==> config.mk <==
export PLATFORM = sky130hd
export DESIGN_NAME = attn_irq_ctrl
export DESIGN_NICKNAME = d
export VERILOG_FILES = /design/src/rtl/attn_pkg.sv /design/src/rtl/attn_bank.sv /design/src/rtl/attn_hier.sv /design/src/rtl/attn_irq_ctrl.sv
export SDC_FILE = /design/constraint.sdc
export NUM_CORES = 1
export LEC_CHECK = 0
export BUFFER_PORTS_ARGS = -buffer_cell sky130_fd_sc_hd__buf_2
export CORE_MARGIN = 2
export CORE_UTILIZATION = 30
export CTS_CLUSTER_SIZE = 16
export DETAILED_ROUTE_END_ITERATION = 6
export GPL_ROUTABILITY_DRIVEN = 0
export GPL_TIMING_DRIVEN = 0
export HOLD_SLACK_MARGIN = 0.05
export PLACE_DENSITY = 0.45
export RECOVER_POWER = 100
export SLEW_MARGIN = 15
export SYNTH_ARGS = -nofsm -noshare
export SYNTH_HDL_FRONTEND = slang
export SYNTH_HIERARCHICAL = 1
export SYNTH_SLANG_ARGS = --single-unit
==> constraint.sdc <==
create_clock -name clk -period 3.1 [get_ports clk]
set_input_delay 0.465 -clock clk [delete_from_list [all_inputs] [get_ports clk]]
set_output_delay 0.465 -clock clk [all_outputs]
set_load 0.05 [all_outputs]
==> src/rtl/attn_pkg.sv <==
package attn_pkg;
  localparam int DW   = 8;
  localparam int NREG = 5;
  localparam int AW   = 4;
  localparam int NOP  = 2;

  localparam int IDX_STATE = 0;
  localparam int IDX_SVC   = 2;

  // Reset contents of attention register idx: stop bits for state,
  // idle completion bits for service, zero elsewhere.
  function automatic int att_rst_val(input int idx, input int nop);
    if (idx == IDX_STATE) return 32'h07;
    if (idx == IDX_SVC)   return (1 << nop) - 1;
    return 0;
  endfunction
endpackage

==> src/rtl/attn_bank.sv <==
module attn_bank #(
  parameter int            DW      = 8,
  parameter logic [DW-1:0] RST_VAL = '0
) (
  input  logic          clk,
  input  logic          rst_n,
  input  logic          att_we,
  input  logic          ntf_we,
  input  logic [DW-1:0] wdata,
  input  logic [DW-1:0] cmp,
  input  logic [DW-1:0] evt,
  output logic [DW-1:0] att_q,
  output logic [DW-1:0] ntf_q,
  output logic          mar_bit
);
  logic [DW-1:0] match;
  logic [DW-1:0] att_d;
  logic          att_en;

  always_comb begin
    match = ~(att_q ^ cmp);
    att_d = att_q;
    if (att_we) att_d = (att_q & ~match) | (wdata & match);
    att_d  = att_d | evt;
    att_en = att_we | (|evt);
  end

  always_ff @(posedge clk or negedge rst_n) begin
    if (!rst_n) begin
      att_q <= RST_VAL;
      ntf_q <= '0;
    end else begin
      if (att_en) att_q <= att_d;
      if (ntf_we) ntf_q <= wdata;
    end
  end

  assign mar_bit = |(att_q & ntf_q);
endmodule

==> src/rtl/attn_hier.sv <==
module attn_hier #(
  parameter int NREG = 5
) (
  input  logic            clk,
  input  logic            rst_n,
  input  logic            mn_we,
  input  logic [NREG-1:0] mn_wdata,
  input  logic [NREG-1:0] mar,
  output logic [NREG-1:0] mn_q,
  output logic            irq_o
);
  logic irq_d;

  always_comb irq_d = |(mar & mn_q);

  always_ff @(posedge clk or negedge rst_n) begin
    if (!rst_n) begin
      mn_q  <= '0;
      irq_o <= 1'b0;
    end else begin
      if (mn_we) mn_q <= mn_wdata;
      irq_o <= irq_d;
    end
  end
endmodule

==> src/rtl/attn_irq_ctrl.sv <==
module attn_irq_ctrl #(
  parameter int DW   = attn_pkg::DW,
  parameter int NREG = attn_pkg::NREG,
  parameter int AW   = attn_pkg::AW,
  parameter int NOP  = attn_pkg::NOP
) (
  input  logic               clk,
  input  logic               rst_n,
  input  logic [AW-1:0]      bus_addr_i,
  input  logic               bus_wr_i,
  input  logic               bus_rd_i,
  input  logic [DW-1:0]      bus_wdata_i,
  output logic [DW-1:0]      bus_rdata_o,
  input  logic [NREG*DW-1:0] evt_set_i,
  output logic [NOP-1:0]     op_start_o,
  output logic               irq_o
);
  localparam int ADDR_MAR  = 0;
  localparam int ADDR_MNR  = 1;
  localparam int ADDR_ATT0 = 2;
  localparam int ADDR_CMP  = ADDR_ATT0 + NREG;
  localparam int ADDR_NTF0 = ADDR_CMP + 1;
  localparam int SVC       = attn_pkg::IDX_SVC;

  logic [1:0] rst_sync_q;
  logic       rst_sync_n;

  always_ff @(posedge clk or negedge rst_n) begin
    if (!rst_n) rst_sync_q <= 2'b00;
    else        rst_sync_q <= {rst_sync_q[0], 1'b1};
  end
  assign rst_sync_n = rst_sync_q[1];

  logic [NREG-1:0][DW-1:0] att_q;
  logic [NREG-1:0][DW-1:0] ntf_q;
  logic [NREG-1:0][DW-1:0] evt_v;
  logic [NREG-1:0]         att_we;
  logic [NREG-1:0]         ntf_we;
  logic [NREG-1:0]         mar;
  logic [NREG-1:0]         mn_q;
  logic                    mn_we;
  logic [DW-1:0]           cmp_q;
  logic [DW-1:0]           cmp_d;
  logic                    cmp_en;
  logic [DW-1:0]           rd_val;
  logic                    att_hit;
  logic [DW-1:0]           rdata_d;
  logic [NOP-1:0]          op_d;

  generate
    for (genvar g = 0; g < NREG; g++) begin : g_bank
      assign evt_v[g]  = evt_set_i[g*DW +: DW];
      assign att_we[g] = bus_wr_i && (bus_addr_i == AW'(ADDR_ATT0 + g));
      assign ntf_we[g] = bus_wr_i && (bus_addr_i == AW'(ADDR_NTF0 + g));

      attn_bank #(
        .DW      (DW),
        .RST_VAL (DW'(attn_pkg::att_rst_val(g, NOP)))
      ) u_bank (
        .clk     (clk),
        .rst_n   (rst_sync_n),
        .att_we  (att_we[g]),
        .ntf_we  (ntf_we[g]),
        .wdata   (bus_wdata_i),
        .cmp     (cmp_q),
        .evt     (evt_v[g]),
        .att_q   (att_q[g]),
        .ntf_q   (ntf_q[g]),
        .mar_bit (mar[g])
      );
    end
  endgenerate

  assign mn_we = bus_wr_i && (bus_addr_i == AW'(ADDR_MNR));

  attn_hier #(.NREG(NREG)) u_hier (
    .clk      (clk),
    .rst_n    (rst_sync_n),
    .mn_we    (mn_we),
    .mn_wdata (bus_wdata_i[NREG-1:0]),
    .mar      (mar),
    .mn_q     (mn_q),
    .irq_o    (irq_o)
  );

  // Read mux and compare-register capture
  always_comb begin
    rd_val  = '0;
    att_hit = 1'b0;
    if (bus_addr_i == AW'(ADDR_MAR)) rd_val = DW'(mar);
    if (bus_addr_i == AW'(ADDR_MNR)) rd_val = DW'(mn_q);
    if (bus_addr_i == AW'(ADDR_CMP)) rd_val = cmp_q;
    for (int i = 0; i < NREG; i++) begin
      if (bus_addr_i == AW'(ADDR_ATT0 + i)) begin
        rd_val  = att_q[i];
        att_hit = 1'b1;
      end
      if (bus_addr_i == AW'(ADDR_NTF0 + i)) rd_val = ntf_q[i];
    end
    cmp_en  = bus_rd_i && att_hit;
    cmp_d   = rd_val;
    rdata_d = bus_rd_i ? rd_val : '0;
  end

  // A completion bit cleared by a host write starts its operation
  always_comb begin
    op_d = {NOP{att_we[SVC]}} & att_q[SVC][NOP-1:0] & cmp_q[NOP-1:0]
         & ~bus_wdata_i[NOP-1:0] & ~evt_v[SVC][NOP-1:0];
  end

  always_ff @(posedge clk or negedge rst_sync_n) begin
    if (!rst_sync_n) begin
      cmp_q       <= '0;
      bus_rdata_o <= '0;
      op_start_o  <= '0;
    end else begin
      if (cmp_en) cmp_q <= cmp_d;
      bus_rdata_o <= rdata_d;
      op_start_o  <= op_d;
    end
  end
endmodule

# Yosys cells after proc, flatten, opt, wreduce, memory -nomap -nowiden

Index checks and enable logic that the tools add are counted.

Word-level logic and storage cells: 128
Bits in registers: 106
Input bits: 56
Output and inout port bits: 11

Equal/unequal tests: 12
Reduce and logical (&&, ||, !) cells: 24
Bitwise gates (word level): 52
Mux-type cells: 24

Operators by type and width:

| operator             | number |
|---|---|
| $mux W8              | 17 |
| $and A8 B8 Y8        | 15 |
| $not A8 Y8           | 10 |
| $or A8 B8 Y8         | 10 |
| $reduce_or A8 Y1     | 10 |
| $xor A8 B8 Y8        | 5 |
| $eq A4 B4 Y1 const B | 5 |
| $eq A4 B3 Y1 const B | 4 |
| $logic_and A1 B1 Y1  | 12 |
| $mux W5              | 2 |
| $and A2 B2 Y2        | 4 |
| $eq A4 B2 Y1 const B | 2 |
| $and A5 B5 Y5        | 1 |
| $mux W1              | 5 |
| $or A1 B1 Y1         | 5 |
| $reduce_or A5 Y1     | 1 |
| $eq A4 B1 Y1 const B | 1 |
| $logic_not A4 Y1     | 1 |
| $not A2 Y2           | 2 |

# Depth between registers and ports, before layout

Depth in word-level cells: 16
Depth in mapped cells: 9
Depth with buffers taken out: 7

# By module

Netlist, hierarchy kept.

By module, submodules not included:

| module                            | area an instance (um2) | cells an instance | instances |
|---|---|---|---|
| attn_bank at g_bank[1].u_bank ... | 773.2                  | 65                | 3 |
| attn_irq_ctrl                     | 2225.9                 | 282               | 1 |
| attn_bank at g_bank[0].u_bank     | 777.0                  | 65                | 1 |
| attn_bank at g_bank[2].u_bank     | 775.7                  | 65                | 1 |
| attn_hier                         | 227.7                  | 14                | 1 |

# Least setup slack after synthesis

OpenSTA, ideal clock, no wires.

Path kind: input to register
Start: input port bus_addr_i[3]
End: register u_hier.mn_q[0]
Library setup time: 0.125 ns
Slack: 1.216 ns
Stages on the path: 5
Arrival time: 1.760 ns
Path through: buf_4 > buf_4 > buf_2 > nor3_1 > mux2_2

Word-level cells in the longest chain between the ends: 2

RTL lines:

| what                   | line                | text |
|---|---|---|
| start: declaration     | attn_irq_ctrl.sv:9  | `input logic [AW-1:0] bus_addr_i,` |
| $eq A4 B1 Y1           | attn_irq_ctrl.sv:74 | `assign mn_we = bus_wr_i && (bus_addr_i == AW'(ADDR_MNR));` |
| $logic_and A1 B1 Y1    | attn_irq_ctrl.sv:74 |  |
| net mn_we              | attn_irq_ctrl.sv:41 | `logic mn_we;` |
| end signal: assignment | attn_hier.sv:21     | `if (mn_we) mn_q <= mn_wdata;` |
| end: declaration       | attn_hier.sv:9      | `output logic [NREG-1:0] mn_q,` |

The timed path passes the listed nets, and every way through them passes these cells.
A chain may end at the register's enable or synchronous reset.

# Worst setup path in the final report

Start: input port bus_addr_i[2]
End: register g_bank[4].u_bank.att_q[3]

Word-level cells in the longest chain between the ends: 4
Elaborated cells between the ends (all ways): 5
Classes of those cells: eq/ne (1); mux (1); bitwise (2); reduce/logical (1)

RTL lines:

| what                    | line                | text |
|---|---|---|
| $eq A4 B3 Y1 (*)        | attn_irq_ctrl.sv:53 | `assign att_we[g] = bus_wr_i && (bus_addr_i == AW'(ADDR_ATT0 + g));` |
| $logic_and A1 B1 Y1 (*) | attn_irq_ctrl.sv:53 |  |
| net att_we[4]           | attn_irq_ctrl.sv:37 | `logic [NREG-1:0] att_we;` |
| $mux W8                 | attn_bank.sv:23     | `if (att_we) att_d = (att_q & ~match) \| (wdata & match);` |
| $or A8 B8 Y8            | attn_bank.sv:24     | `att_d = att_d \| evt;` |
| end signal: assignment  | attn_bank.sv:33     | `if (att_en) att_q <= att_d;` |
| end: declaration        | attn_bank.sv:12     | `output logic [DW-1:0] att_q,` |

The timed path passes the listed nets; every way through them passes the cells marked *.

==> metrics.csv <==
metric;value;unit
status;complete, but fails checks;
failing checks;max-capacitance violations, max-slew violations;
Routed WL per cell;23.8;um
Power Density;526;nW/um^2
combined area of the multi-input logic cells;3040;um^2
# nets final;756;
Final setup viols;0;
crit path buf inv count;5;
setup_tns;0;ns
CP top delay family;buffers and inverters;
CTS resizes;0;
relative slew slack;-45.2;%
cts hold-fix bufs;1;
worst hold path type;input pin to flop;
synthesis-stage register bit count;106;
slowest CP cell;clkbuf_1;
clock-pin transition on the worst setup and hold timing paths;0.07;ns
Setup Skew;0.00871;ns
Final Critical Period;2.65;ns
Netlist Area Pre-Place;6330;um^2
Synthesized Nets;677;
core area;20900;um^2
R2R Setup Slk;0.80;ns
Residual DRC;0;
CP required;3.31;ns
share of cells above drive strength 1;18.2;%
post-CTS setup repair buffer count;0;
Site Rows;53;
worst hold slack;0.288;ns
number of buffers created by CTS;9;
wl on met1;10700;um
yosys warns;6;
number of synthesized flops with an enable pin;0;
Worst R2R End;bus_rdata_o[2];
total power;3.75;mW
Most used DFF post-synth;dfrtp_1;
first-pass GRT wire length;34900;um
WL met2;10300;um
Starting DRT DRC Count;429;
Slew @ Worst Pin;2.18;ns
Avg Inst Size Synth;10.2;um^2
Pleak;2.89;nW
cells after synthesis;621;
Post-DRT Antenna Nets;0;
final worst path period share;85.3;%
Yosys cell types;67;
antenna cells;0;
Worst Hold Path EP;op_start_o[1];
final slew viol count;50;
top sig layer;met4;
grt total ovfl;0;
initial core utilization;30.3;%
crit-path max cell delay;0.60;ns
total number of vias;5539;
peak supply drop;0.263;mV
WP data arrival;2.86;ns
final WL;23400;um
hold_sp;evt_set_i[17];
root buf cell;clkbuf_16;
ys async rst share;100;%
crit-path cells;buf_2 -> clkbuf_1 -> clkbuf_1 -> and2b_1 -> and3_1 -> clkbuf_1 -> inv_8 -> o21ai_0 -> a31oi_1;
f_max;378;MHz
most frequent CP cell;clkbuf_1;
max_cap viols;1;
final core occ;34.2;%
I/O Buffers;66;
register area share after synthesis;42.0;%
DIE AREA;22300;um^2
Overall Global Routing Usage;21.3;%
pre-CTS setup slack;0.572;ns
clk sinks;106;
synthesis-to-layout area growth;12.8;%
Via-to-Cell Ratio;5.65;
H-tree depth;3;
antenna violations before repair;0;
I/O pin count;67;
storage element area;2660;um^2
Worst path depth;9;
vias in the first global route;5554;
Die W;149;um
largest net degree at the start of global routing;56;
Hold Vio Cnt, Final;0;
FF-to-FF Start;g_bank[2].u_bank/att_q[0];
worst hold path depth;2;
placed wire-length estimate;16800;um
die height;149;um
RSZ-0062 raised after global routing;false;
fill count;2221;
Worst setup EP type;flop;
worst setup path category;input pin to flop;
Worst Reg-to-Reg Cells;7;
worst skew pair latency;0.36;ns
met3 wire len;1520;um
CTS Buffer Depth;2;
CP max FO;10;
worst setup margin;0.455;ns
Detailed Routing Iterations Pass 1;7;
CTS tree;yes;
CP Launch Type;input pin;
-- placed cells by master, fill, tap and decap left out, types with 6 or more instances in the layout --
| master | n |
|---|---|
| clkbuf_16 | 9 |
| a22o_1 | 6 |
| inv_1 | 49 |
| o22ai_1 | 16 |
| o21ai_1 | 13 |
| buf_2 | 58 |
| o211ai_1 | 8 |
| nand2_1 | 23 |
| nor3_1 | 6 |
| a211oi_1 | 38 |
| a31oi_1 | 39 |
| mux2_2 | 12 |
| mux2_1 | 31 |
| a21oi_1 | 30 |
| dfrtp_1 | 101 |
| nand3_1 | 6 |
| nor2_1 | 30 |
| a22oi_1 | 25 |
| clkbuf_1 | 30 |
| mux2_4 | 9 |
| buf_6 | 8 |
| o21ai_0 | 43 |
| nand2b_1 | 8 |
-- flip-flops by register name, summed over array words and instances, names as in the netlist --
name / flops
op_start_o: 2
cmp_q: 8
bus_rdata_o: 8
u_hier/mn_q: 5
g_bank.u_bank/att_q: 40
g_bank.u_bank/ntf_q: 40
u_hier/irq_o: 1
rst_sync_q: 2
-- routing by layer --
layer | track usage [%] | vias to the layer above
li1 | - | 2512
met1 | 29.2 | 2762
met2 | 33.0 | 219
met3 | 4.16 | 46
met4 | 8.57 | 0
met5 | 0 | -
-- cells by family after synthesis --
| family | count (synthesis) | share of synthesized area [%] |
|---|---|---|
| other | 1 | 0.0593 |
| and+or+nand+nor | 118 | 11.2 |
| xor gates and xnor gates | 1 | 0.138 |
| AOI/OAI and AO/OA | 252 | 26.7 |
| DFF | 106 | 42.0 |
| buffers and inverters | 88 | 7.85 |
| muxes | 55 | 12.1 |
-- cell usage after synthesis (5+ instances only) --
library cell / n / area share [%]
a211oi_1: 38 / 4.5
a21oi_1: 30 / 2.4
a22o_1: 6 / 0.83
a22oi_1: 25 / 3.0
a31oi_1: 39 / 3.9
buf_2: 10 / 0.79
buf_4: 5 / 0.59
buf_6: 13 / 2.3
dfrtp_1: 101 / 40
dfstp_2: 5 / 2.1
inv_1: 49 / 2.9
inv_8: 5 / 0.89
mux2_2: 12 / 2.1
mux2_4: 40 / 9.5
nand2_1: 23 / 1.4
nand2b_1: 8 / 0.79
nand3_1: 6 / 0.47
nand4_1: 5 / 0.49
nor2_1: 30 / 1.8
nor3_1: 6 / 0.47
o211ai_1: 8 / 0.95
o21ai_0: 14 / 1.1
o21ai_1: 42 / 3.3
o21bai_1: 5 / 0.59
o22ai_1: 16 / 1.6
-- worst register-to-register path: cells and delay by family (launching register included) --
family           cells  cell delay, ns
multiplexers         1            0.19
flip-flops           1            0.60
AND/OR/NAND/NOR      1            0.21
AO/OA/AOI/OAI        5            1.19
-- report_power, final --
group          internal [mW]  switching (mW)  leakage [nW]
sequential              1.57           0.299          1.18
combinational          0.310           0.392          1.58
clock                  0.629           0.555         0.135
-- worst max path at each step --
stage | slack [ns] | end | startpoint
after global placement | 0.60 | bus_rdata_o[0] | rst_sync_q[1]
final | 0.45 | g_bank[4].u_bank/att_q[3] | bus_addr_i[2]
after global routing | 0.36 | g_bank[4].u_bank/att_q[4] | bus_addr_i[2]
after CTS | 0.84 | bus_rdata_o[2] | g_bank[2].u_bank/att_q[0]
after detailed placement | 0.57 | u_hier/mn_q[3] | bus_addr_i[1]
after floorplan | 1.22 | u_hier/mn_q[0] | bus_addr_i[3]
-- cell type report --
cell class	instances	area share [%]
buffer	33	2.84
clock buffer	10	3.21
clock inverter	6	0.929
inverter	55	3.42
multi-input combinational	427	42.6
sequential	106	37.3
tap	275	4.82
timing repair buffer	68	4.91
-- metrics by stage --
step / instances / cell area (um^2)
3_3_place_gp: 962 / 7000
2_1_floorplan: 621 / 6330
5_1_grt: 980 / 7140
4_1_cts: 980 / 7340
6_report: 980 / 7140
3_5_place_dp: 963 / 7030
(Power assumes the default switching activity.)
